`config.mk`:
```
export PLATFORM = sky130hd
export DESIGN_NAME = periph_addr_decoder
export DESIGN_NICKNAME = d
export VERILOG_FILES = /design/src/rtl/pdec_pkg.sv /design/src/rtl/pdec_match.sv /design/src/rtl/pdec_pick.sv /design/src/rtl/pdec_resp.sv /design/src/rtl/periph_addr_decoder.sv
export SDC_FILE = /design/constraint.sdc
export NUM_CORES = 1
export LEC_CHECK = 0
export BUFFER_PORTS_ARGS = -buffer_cell sky130_fd_sc_hd__buf_2
export CAP_MARGIN = 20
export CORE_MARGIN = 8
export CORE_UTILIZATION = 29
export DETAILED_ROUTE_END_ITERATION = 7
export GPL_TIMING_DRIVEN = 0
export HOLD_SLACK_MARGIN = 0.12
export PLACE_DENSITY = 0.87
export SETUP_SLACK_MARGIN = 0.1
export SYNTH_ARGS = -nofsm -noshare
export SYNTH_HDL_FRONTEND = slang
export SYNTH_SLANG_ARGS = --single-unit
export TNS_END_PERCENT = 30
```
`constraint.sdc`:
```
create_clock -name pclk -period 4.8 [get_ports pclk]
set_clock_uncertainty 0.15 [all_clocks]
set_input_delay 0.96 -clock pclk [delete_from_list [all_inputs] [get_ports pclk]]
set_output_delay 0.96 -clock pclk [all_outputs]
set_load 0.005 [all_outputs]
```
`src/rtl/pdec_pkg.sv`:
```
package pdec_pkg;

    typedef enum logic [1:0] {
        PH_IDLE   = 2'd0,
        PH_SETUP  = 2'd1,
        PH_ACCESS = 2'd2
    } apb_phase_e;

    function automatic apb_phase_e phase_of(input logic sel, input logic en);
        if (!sel)     return PH_IDLE;
        else if (!en) return PH_SETUP;
        else          return PH_ACCESS;
    endfunction

endpackage

```
`src/rtl/pdec_match.sv`:
```
module pdec_match #(
    parameter int N_SLOTS     = 4,
    parameter int REGION_LOG2 = 12,
    parameter logic [N_SLOTS*32-1:0] SLOT_BASES = '0
) (
    input  logic [31-REGION_LOG2:0] page,
    output logic [N_SLOTS-1:0]      hit_vec
);
    localparam int PW = 32 - REGION_LOG2;

    for (genvar i = 0; i < N_SLOTS; i++) begin : g_cmp
        localparam logic [PW-1:0] PAGE_I = SLOT_BASES[i*32+REGION_LOG2 +: PW];
        assign hit_vec[i] = (page == PAGE_I);
    end
endmodule

```
`src/rtl/pdec_pick.sv`:
```
module pdec_pick #(
    parameter int N_SLOTS = 4,
    parameter int IW      = 2
) (
    input  logic [N_SLOTS-1:0] hit_vec,
    output logic               any_hit,
    output logic [IW-1:0]      win_idx
);
    always_comb begin
        any_hit = 1'b0;
        win_idx = '0;
        for (int i = N_SLOTS - 1; i >= 0; i--) begin
            if (hit_vec[i]) begin
                any_hit = 1'b1;
                win_idx = IW'(i);
            end
        end
    end
endmodule

```
`src/rtl/pdec_resp.sv`:
```
module pdec_resp #(
    parameter int N_SLOTS = 4,
    parameter int SLOT_DW = 16,
    parameter int IW      = 2
) (
    input  logic                       pclk,
    input  logic                       presetn,
    input  logic                       access,
    input  logic                       hit,
    input  logic [IW-1:0]              idx,
    input  logic [N_SLOTS*SLOT_DW-1:0] slot_rdata,
    input  logic [N_SLOTS-1:0]         slot_ready,
    output logic [31:0]                prdata,
    output logic                       pready,
    output logic                       pslverr
);
    logic [SLOT_DW-1:0] rd_pick;

    always_comb begin
        rd_pick = slot_rdata[int'(idx)*SLOT_DW +: SLOT_DW];
        prdata  = '0;
        pready  = 1'b0;
        pslverr = 1'b0;
        if (access) begin
            if (hit) begin
                prdata[SLOT_DW-1:0] = rd_pick;
                pready              = slot_ready[idx];
            end else begin
                pready  = 1'b1;
                pslverr = 1'b1;
            end
        end
    end

    // a stalled mapped transfer never reports an error
    a_r9_wait_no_err: assert property (@(posedge pclk) disable iff (!presetn)
        (access && hit && !slot_ready[idx]) |-> (!pready && !pslverr));

    // bits above the slot width stay clear
    a_r6_zero_ext: assert property (@(posedge pclk) disable iff (!presetn)
        (prdata >> SLOT_DW) == 32'd0);
endmodule

```
`src/rtl/periph_addr_decoder.sv`:
```
module periph_addr_decoder
    import pdec_pkg::*;
#(
    parameter int N_SLOTS     = 4,
    parameter int SLOT_DW     = 16,
    parameter int REGION_LOG2 = 12,
    parameter logic [N_SLOTS*32-1:0] SLOT_BASES =
        {32'h4000_8000, 32'h4000_6000, 32'h4000_5000, 32'h4000_4000}
) (
    input  logic                         pclk,
    input  logic                         presetn,
    input  logic                         psel,
    input  logic                         penable,
    input  logic                         pwrite,
    input  logic [31:0]                  paddr,
    input  logic [31:0]                  pwdata,
    output logic [31:0]                  prdata,
    output logic                         pready,
    output logic                         pslverr,
    output logic [N_SLOTS-1:0]           slot_sel,
    output logic                         slot_enable,
    output logic                         slot_write,
    output logic [REGION_LOG2-3:0]       slot_addr,
    output logic [SLOT_DW-1:0]           slot_wdata,
    input  logic [N_SLOTS*SLOT_DW-1:0]   slot_rdata,
    input  logic [N_SLOTS-1:0]           slot_ready
);
    localparam int IW = (N_SLOTS > 1) ? $clog2(N_SLOTS) : 1;

    typedef struct packed {
        logic          hit;
        logic [IW-1:0] idx;
    } dec_t;

    dec_t          st_d, st_q;
    apb_phase_e    ph;
    logic [N_SLOTS-1:0] hit_vec;
    logic          live_any;
    logic [IW-1:0] live_idx;
    logic          acc;

    assign ph  = phase_of(psel, penable);
    assign acc = (ph == PH_ACCESS);

    pdec_match #(
        .N_SLOTS(N_SLOTS), .REGION_LOG2(REGION_LOG2), .SLOT_BASES(SLOT_BASES)
    ) u_match (
        .page    (paddr[31:REGION_LOG2]),
        .hit_vec (hit_vec)
    );

    pdec_pick #(.N_SLOTS(N_SLOTS), .IW(IW)) u_pick (
        .hit_vec (hit_vec),
        .any_hit (live_any),
        .win_idx (live_idx)
    );

    // next-state: capture the decode at the setup cycle, hold through access
    always_comb begin
        st_d = st_q;
        if (ph == PH_SETUP) begin
            st_d.hit = live_any;
            st_d.idx = live_idx;
        end
    end

    always_ff @(posedge pclk) begin
        if (!presetn) st_q <= '0;
        else          st_q <= st_d;
    end

    always_comb begin
        slot_sel = '0;
        if (ph == PH_SETUP && live_any)   slot_sel[live_idx] = 1'b1;
        else if (acc && st_q.hit)         slot_sel[st_q.idx] = 1'b1;
    end

    assign slot_enable = acc && st_q.hit;
    assign slot_write  = pwrite;
    assign slot_addr   = paddr[REGION_LOG2-1:2];
    assign slot_wdata  = pwdata[SLOT_DW-1:0];

    pdec_resp #(.N_SLOTS(N_SLOTS), .SLOT_DW(SLOT_DW), .IW(IW)) u_resp (
        .pclk       (pclk),
        .presetn    (presetn),
        .access     (acc),
        .hit        (st_q.hit),
        .idx        (st_q.idx),
        .slot_rdata (slot_rdata),
        .slot_ready (slot_ready),
        .prdata     (prdata),
        .pready     (pready),
        .pslverr    (pslverr)
    );

    logic unused_lo;
    if (SLOT_DW < 32) begin : g_unused_hi
        assign unused_lo = ^{paddr[1:0], pwdata[31:SLOT_DW]};
    end else begin : g_unused_nohi
        assign unused_lo = ^paddr[1:0];
    end

    // never more than one slot selected
    a_r4_onehot_sel: assert property (@(posedge pclk) disable iff (!presetn)
        $onehot0(slot_sel));

    // the select chosen at setup is the one held in the access phase
    a_r1_sel_hold: assert property (@(posedge pclk) disable iff (!presetn)
        (acc && $past(psel && !penable)) |-> (slot_sel == $past(slot_sel)));

    // an error completion touches no slot and returns zero
    a_r8_err_clean: assert property (@(posedge pclk) disable iff (!presetn)
        (acc && pslverr) |-> (pready && slot_sel == '0 && !slot_enable && prdata == 32'd0));

    // no response outside the access phase
    a_r10_quiet: assert property (@(posedge pclk) disable iff (!presetn)
        !acc |-> (!pready && !pslverr && !slot_enable));

    // completion follows the ready of the selected slot
    a_r5_ready_src: assert property (@(posedge pclk) disable iff (!presetn)
        (acc && slot_sel != '0) |-> (pready == |(slot_sel & slot_ready)));
endmodule

```
; ---- Yosys cells after proc, flatten, opt, wreduce, memory -nomap -nowiden
; Cells that the tools add are included.
[totals]
ff_bits = 3
output_inout_bits = 66
in_bits = 137
wordCells = 41
[classes]
muxes = 24
reduce_logical = 4
magnitude_cmp = 4
n_shift = 1
n_eq_ne = 6
[ops]
columns = operator, n
row1 = $eq 20x19->1 const B, 4
row2 = $shiftx 64x7->16, 1
row3 = $mux 16, 2
row4 = $mux 2, 6
row5 = $mux 1, 11
row6 = $mux 4, 2
row7 = $lt 2x3->1 const B, 2
row8 = $demux 1 s2, 2
row9 = $ge 2x1->1 const B, 2
row10 = $logic_and 1x1->1, 4
row11 = $bmux 1 s2, 1
row12 = $eq 2x1->1 const B, 1
row13 = $eq 2x2->1 const B, 1

; ---- Depth between registers and ports, before layout
[logic_depth]
word_depth = 10
mapped_depth = 4
depth_no_buf = 4

; ---- Modules after synthesis
; Synthesis repeated with hierarchy kept, for this count alone.
[hier_totals]
hier_cells = 135
area_unflattened_um2 = 1273.7
[modules_own_cells]
columns = module, area_each_um2, cells_per_inst, seq_area_each_um2, instances
row1 = pdec_resp, 713.2, 61, 0.0, 1
row2 = periph_addr_decoder, 405.4, 52, 60.1, 1
row3 = pdec_match, 120.1, 15, 0.0, 1
row4 = pdec_pick, 35.0, 7, 0.0, 1

; ---- Least setup slack after synthesis
; OpenSTA, ideal clock, no wires.
[synth_timing]
path_kind = input -> output
start = input port paddr[25]
end = output port slot_sel[0]
n_path_buf = 0
arrival_ns = 2.087
t_required_ns = 3.690
path_stages = 4
slack_ns = 1.603
path_cell_list = nor4_1 > nand4_1 > or4_1 > o21ai_0
[synth_between]
elab_chain_len = 10
[synth_lines]
columns = element, line
row1 = from (decl), periph_addr_decoder.sv:15  ; input logic [31:0] paddr,
row2 = $eq 20x19->1, pdec_match.sv:13  ; assign hit_vec[i] = (page == PAGE_I);
row3 = $mux 2 (4 in series), pdec_pick.sv:13  ; if (hit_vec[i]) begin
row4 = $lt 2x3->1 (not written as such) / $ge 2x1->1 (equally long branches), periph_addr_decoder.sv:74  ; if (ph == PH_SETUP && live_any) slot_sel[live_idx] = 1'b1;
row5 = $logic_and 1x1->1 (not written as such), periph_addr_decoder.sv:74
row6 = $mux 1 (not written as such), periph_addr_decoder.sv:74
row7 = $demux 1 s2, periph_addr_decoder.sv:74
row8 = $mux 4 (*), periph_addr_decoder.sv:74
row9 = to (decl), periph_addr_decoder.sv:20  ; output logic [N_SLOTS-1:0] slot_sel,
; Mark *: on every way between the ends. The rest lies on a longest branch, timed or not.

; ---- Worst setup path after layout
; Same ends and word-level chain as after synthesis.

==> metrics.yaml <==
status:
  status: "complete, no violations"
floorplanning:
  core.rowCount: 22
  die_x_microns: 78.49
  core_sq_um: 3716
  die_h_microns: 78.49
  die_area_sq_um: 6160
  start_util: 0.3047
  ios: 203
clocking:
  clkLatencyLatePin_ps: 210
  ctsHoldBuffers: 0
  htree_levels: 1
  cts.repair.resized: 0
  cts_buffers: 3
  clk_path_buf_depth: 2
  clkTransAtPathRegs_ps: 30
  cts_tree: "built"
  cts-root-buf: "clkbuf_8"
  postCtsSetupBuffers: 0
  cts_sinks: 3
worst_setup_path:
  crit_chain: "buf_2 > nor4_1 > nand4_1 > or4_1 > o21ai_0 > buf_2"
  crit_top_cell: "buf_2"
  cp_slowest_cell: "or4_1"
  crit_buf_inv: 2
  arrival_ps: 2480
  endpoint_kind: "output pin"
  crit_family: "simple AND/OR/NAND/NOR gates"
  start_kind: "primary input"
  crit_fanout: 5
  cp.required_ps: 3690
  path_class: "in -> out"
  critPathMaxStageDelay_ps: 570
synth:
  ys.flop_type: "dfxtp_1"
  yosysUniqueCellTypes: 28
  synth_edf_count: 0
  syn_area_sq_um: 1132
  yosysSeqAreaShare: 0.05304
  ys.warnings.count: 0
  syn_inst: 125
  synthArstFlopShare: 0
  netlist.area_leader.share: 0.3381
  yosys_register_bits: 3
  synth_top_area_cell: "mux4_2"
  yosysMostFrequentCell: "buf_4"
  synth_area_per_cell_sq_um: 9.059
  netlist_top_cells_count: "43 x buf_4, 17 x mux4_2, 16 x and2_1"
  synth_area_leaders: "mux4_2 34%, buf_4 29%, and2_1 8.8%, dfxtp_1 5.3%, nor4_2 2.2%"
power_and_ir_drop:
  intPower_mw: 0.1497
  p_comb_frac: 0.499
  p_sw_frac: 0.2449
  power_frac_clock: 0.374
  powerDensity_nw_per_um2: 99.16
  p_seq_frac: 0.127
  switching_power_mw: 0.04856
  leakagePower_nw: 1.137
  ir_worst_vdd_uv: 103.8
timing:
  tns_ps: 0
  slew_headroom: 0.6393
  period_minus_slack_ps: 3587
  whs_ps: 365.6
  fmax_mhz: 278.8
  hold_viol: 0
  rsz0062_at_grt: "no"
  maxSlewViolCount: 0
  tightest_slew_ps: 541.0
  finalSetupViolations: 0
  finalCritPeriodShare: 0.7473
layout:
  area_delta_synth_final_pct: 76.57
  fill_cells: 371
  antenna_cells: 0
  final_nets: 423
  largest_reg_flops: 3
  largestRegisters: "st_q (3)"
  largest-register: "st_q"
  drive_gt1_frac: 0.7404
  final_cell_area_sq_um: 1999
routing:
  drt-total-wl_microns: 5128
  first_iter_violations: 23
  drc: 0
  first_pass_iters: 4
  highest_layer: "met3"
  wl_met2_microns: 3064
  num_vias: 1455
  wire_per_inst_microns: 15.40
  met1_length_microns: 1554
  wl_met3_microns: 509
  via_per_inst: 4.369
  drtAntennaViolNets: 0
grt:
  grt_pass1_vias: 1661
  grt_start_max_net_pins: 11
  antenna_found_initial: 0
  grt_pass1_wl_microns: 7693
  globalRouteTotalUtil: 0.1500
  grt.overflow.total: 0
place:
  hpwl_microns: 4798
  placed_cell_area_sq_um: 1954
  gp_congestion: 0.7899
  io_buffer_count: 141
job:
  maxCapViolCount: 0
hold_path:
  hold_path_class: "reg -> reg"
[per-stage QoR]
step	std cells	power (mW)	util	worst slack (ps)
2_1_floorplan	140	0.07187	-	1603
3_5_place_dp	329	0.1243	0.5259	1241
4_1_cts	333	0.1996	0.5380	1221
5_1_grt	333	0.2100	0.5380	1072
6_report	333	0.1983	0.5380	1213
3_3_place_gp	329	0.1211	0.5259	1254
[cell type report]
class	count	area, sq um	area share
buffer	48	344.1	0.1721
clock buffer	4	45.04	0.02253
inverter	4	15.01	0.007509
multi-input combinational	85	769.5	0.3849
sequential	3	60.06	0.03004
tap	48	60.06	0.03004
timing repair buffer	141	705.7	0.3529
[cells by family (layout without fill, tap and decap cells)]
group | after synthesis | in the layout | synth area share
AO/OA/AOI/OAI | 9 | 9 | 0.04199
multiplexers | 18 | 18 | 0.3481
other | 1 | 16 | 0.003312
buffers and inverters | 52 | 197 | 0.3171
flip-flops | 3 | 3 | 0.05304
AND/OR/NAND/NOR | 42 | 42 | 0.2365
[cell usage in the layout, fill, tap and decap left out, drive strengths merged, types with 2 or more instances in the layout]
cell type	Yosys	final
nor4	3	3
nand3	2	2
mux4	17	17
inv	4	4
conb	1	16
nor2	3	3
and2	16	16
nand2b	3	3
clkbuf	2	6
nand2	6	6
buf	46	187
o21ai	3	3
dfxtp	3	3
a21oi	4	4
or3	2	2
or4	3	3
[power by group through the flow]
stage               logic, mW  clock network (mW)  registers, mW
finish                 0.0989              0.0742         0.0251
global route            0.108              0.0767         0.0251
CTS                    0.0992              0.0754         0.0251
detailed placement     0.0989                   0         0.0254
global placement       0.0957                   0         0.0254
floorplan              0.0464                   0         0.0254
[routing by layer]
metal,track usage,vias to the layer above
li1,-,712
met4,0.02222,0
met5,0,-
met1,0.1271,669
met3,0.05467,0
met2,0.3198,74
[path summary, 6_finish.rpt]
check | slack [ps] | startpoint | end | depth (start not counted)
setup / recovery | 1210 | paddr[25] | slot_sel[0] | 6
hold / removal | 370 | st_q[2] | st_q[2] | 2
hold reg to reg | 370 | st_q[2] | st_q[2] | 2
setup reg to reg | 3540 | st_q[1] | st_q[1] | 3
[worst register-to-register path: stages, from the launching register on]
cell	delay, ps
dfxtp_1	380
buf_1	410
nand2_1	100
a21oi_1	160
Power figures use the tool's default switching activity.
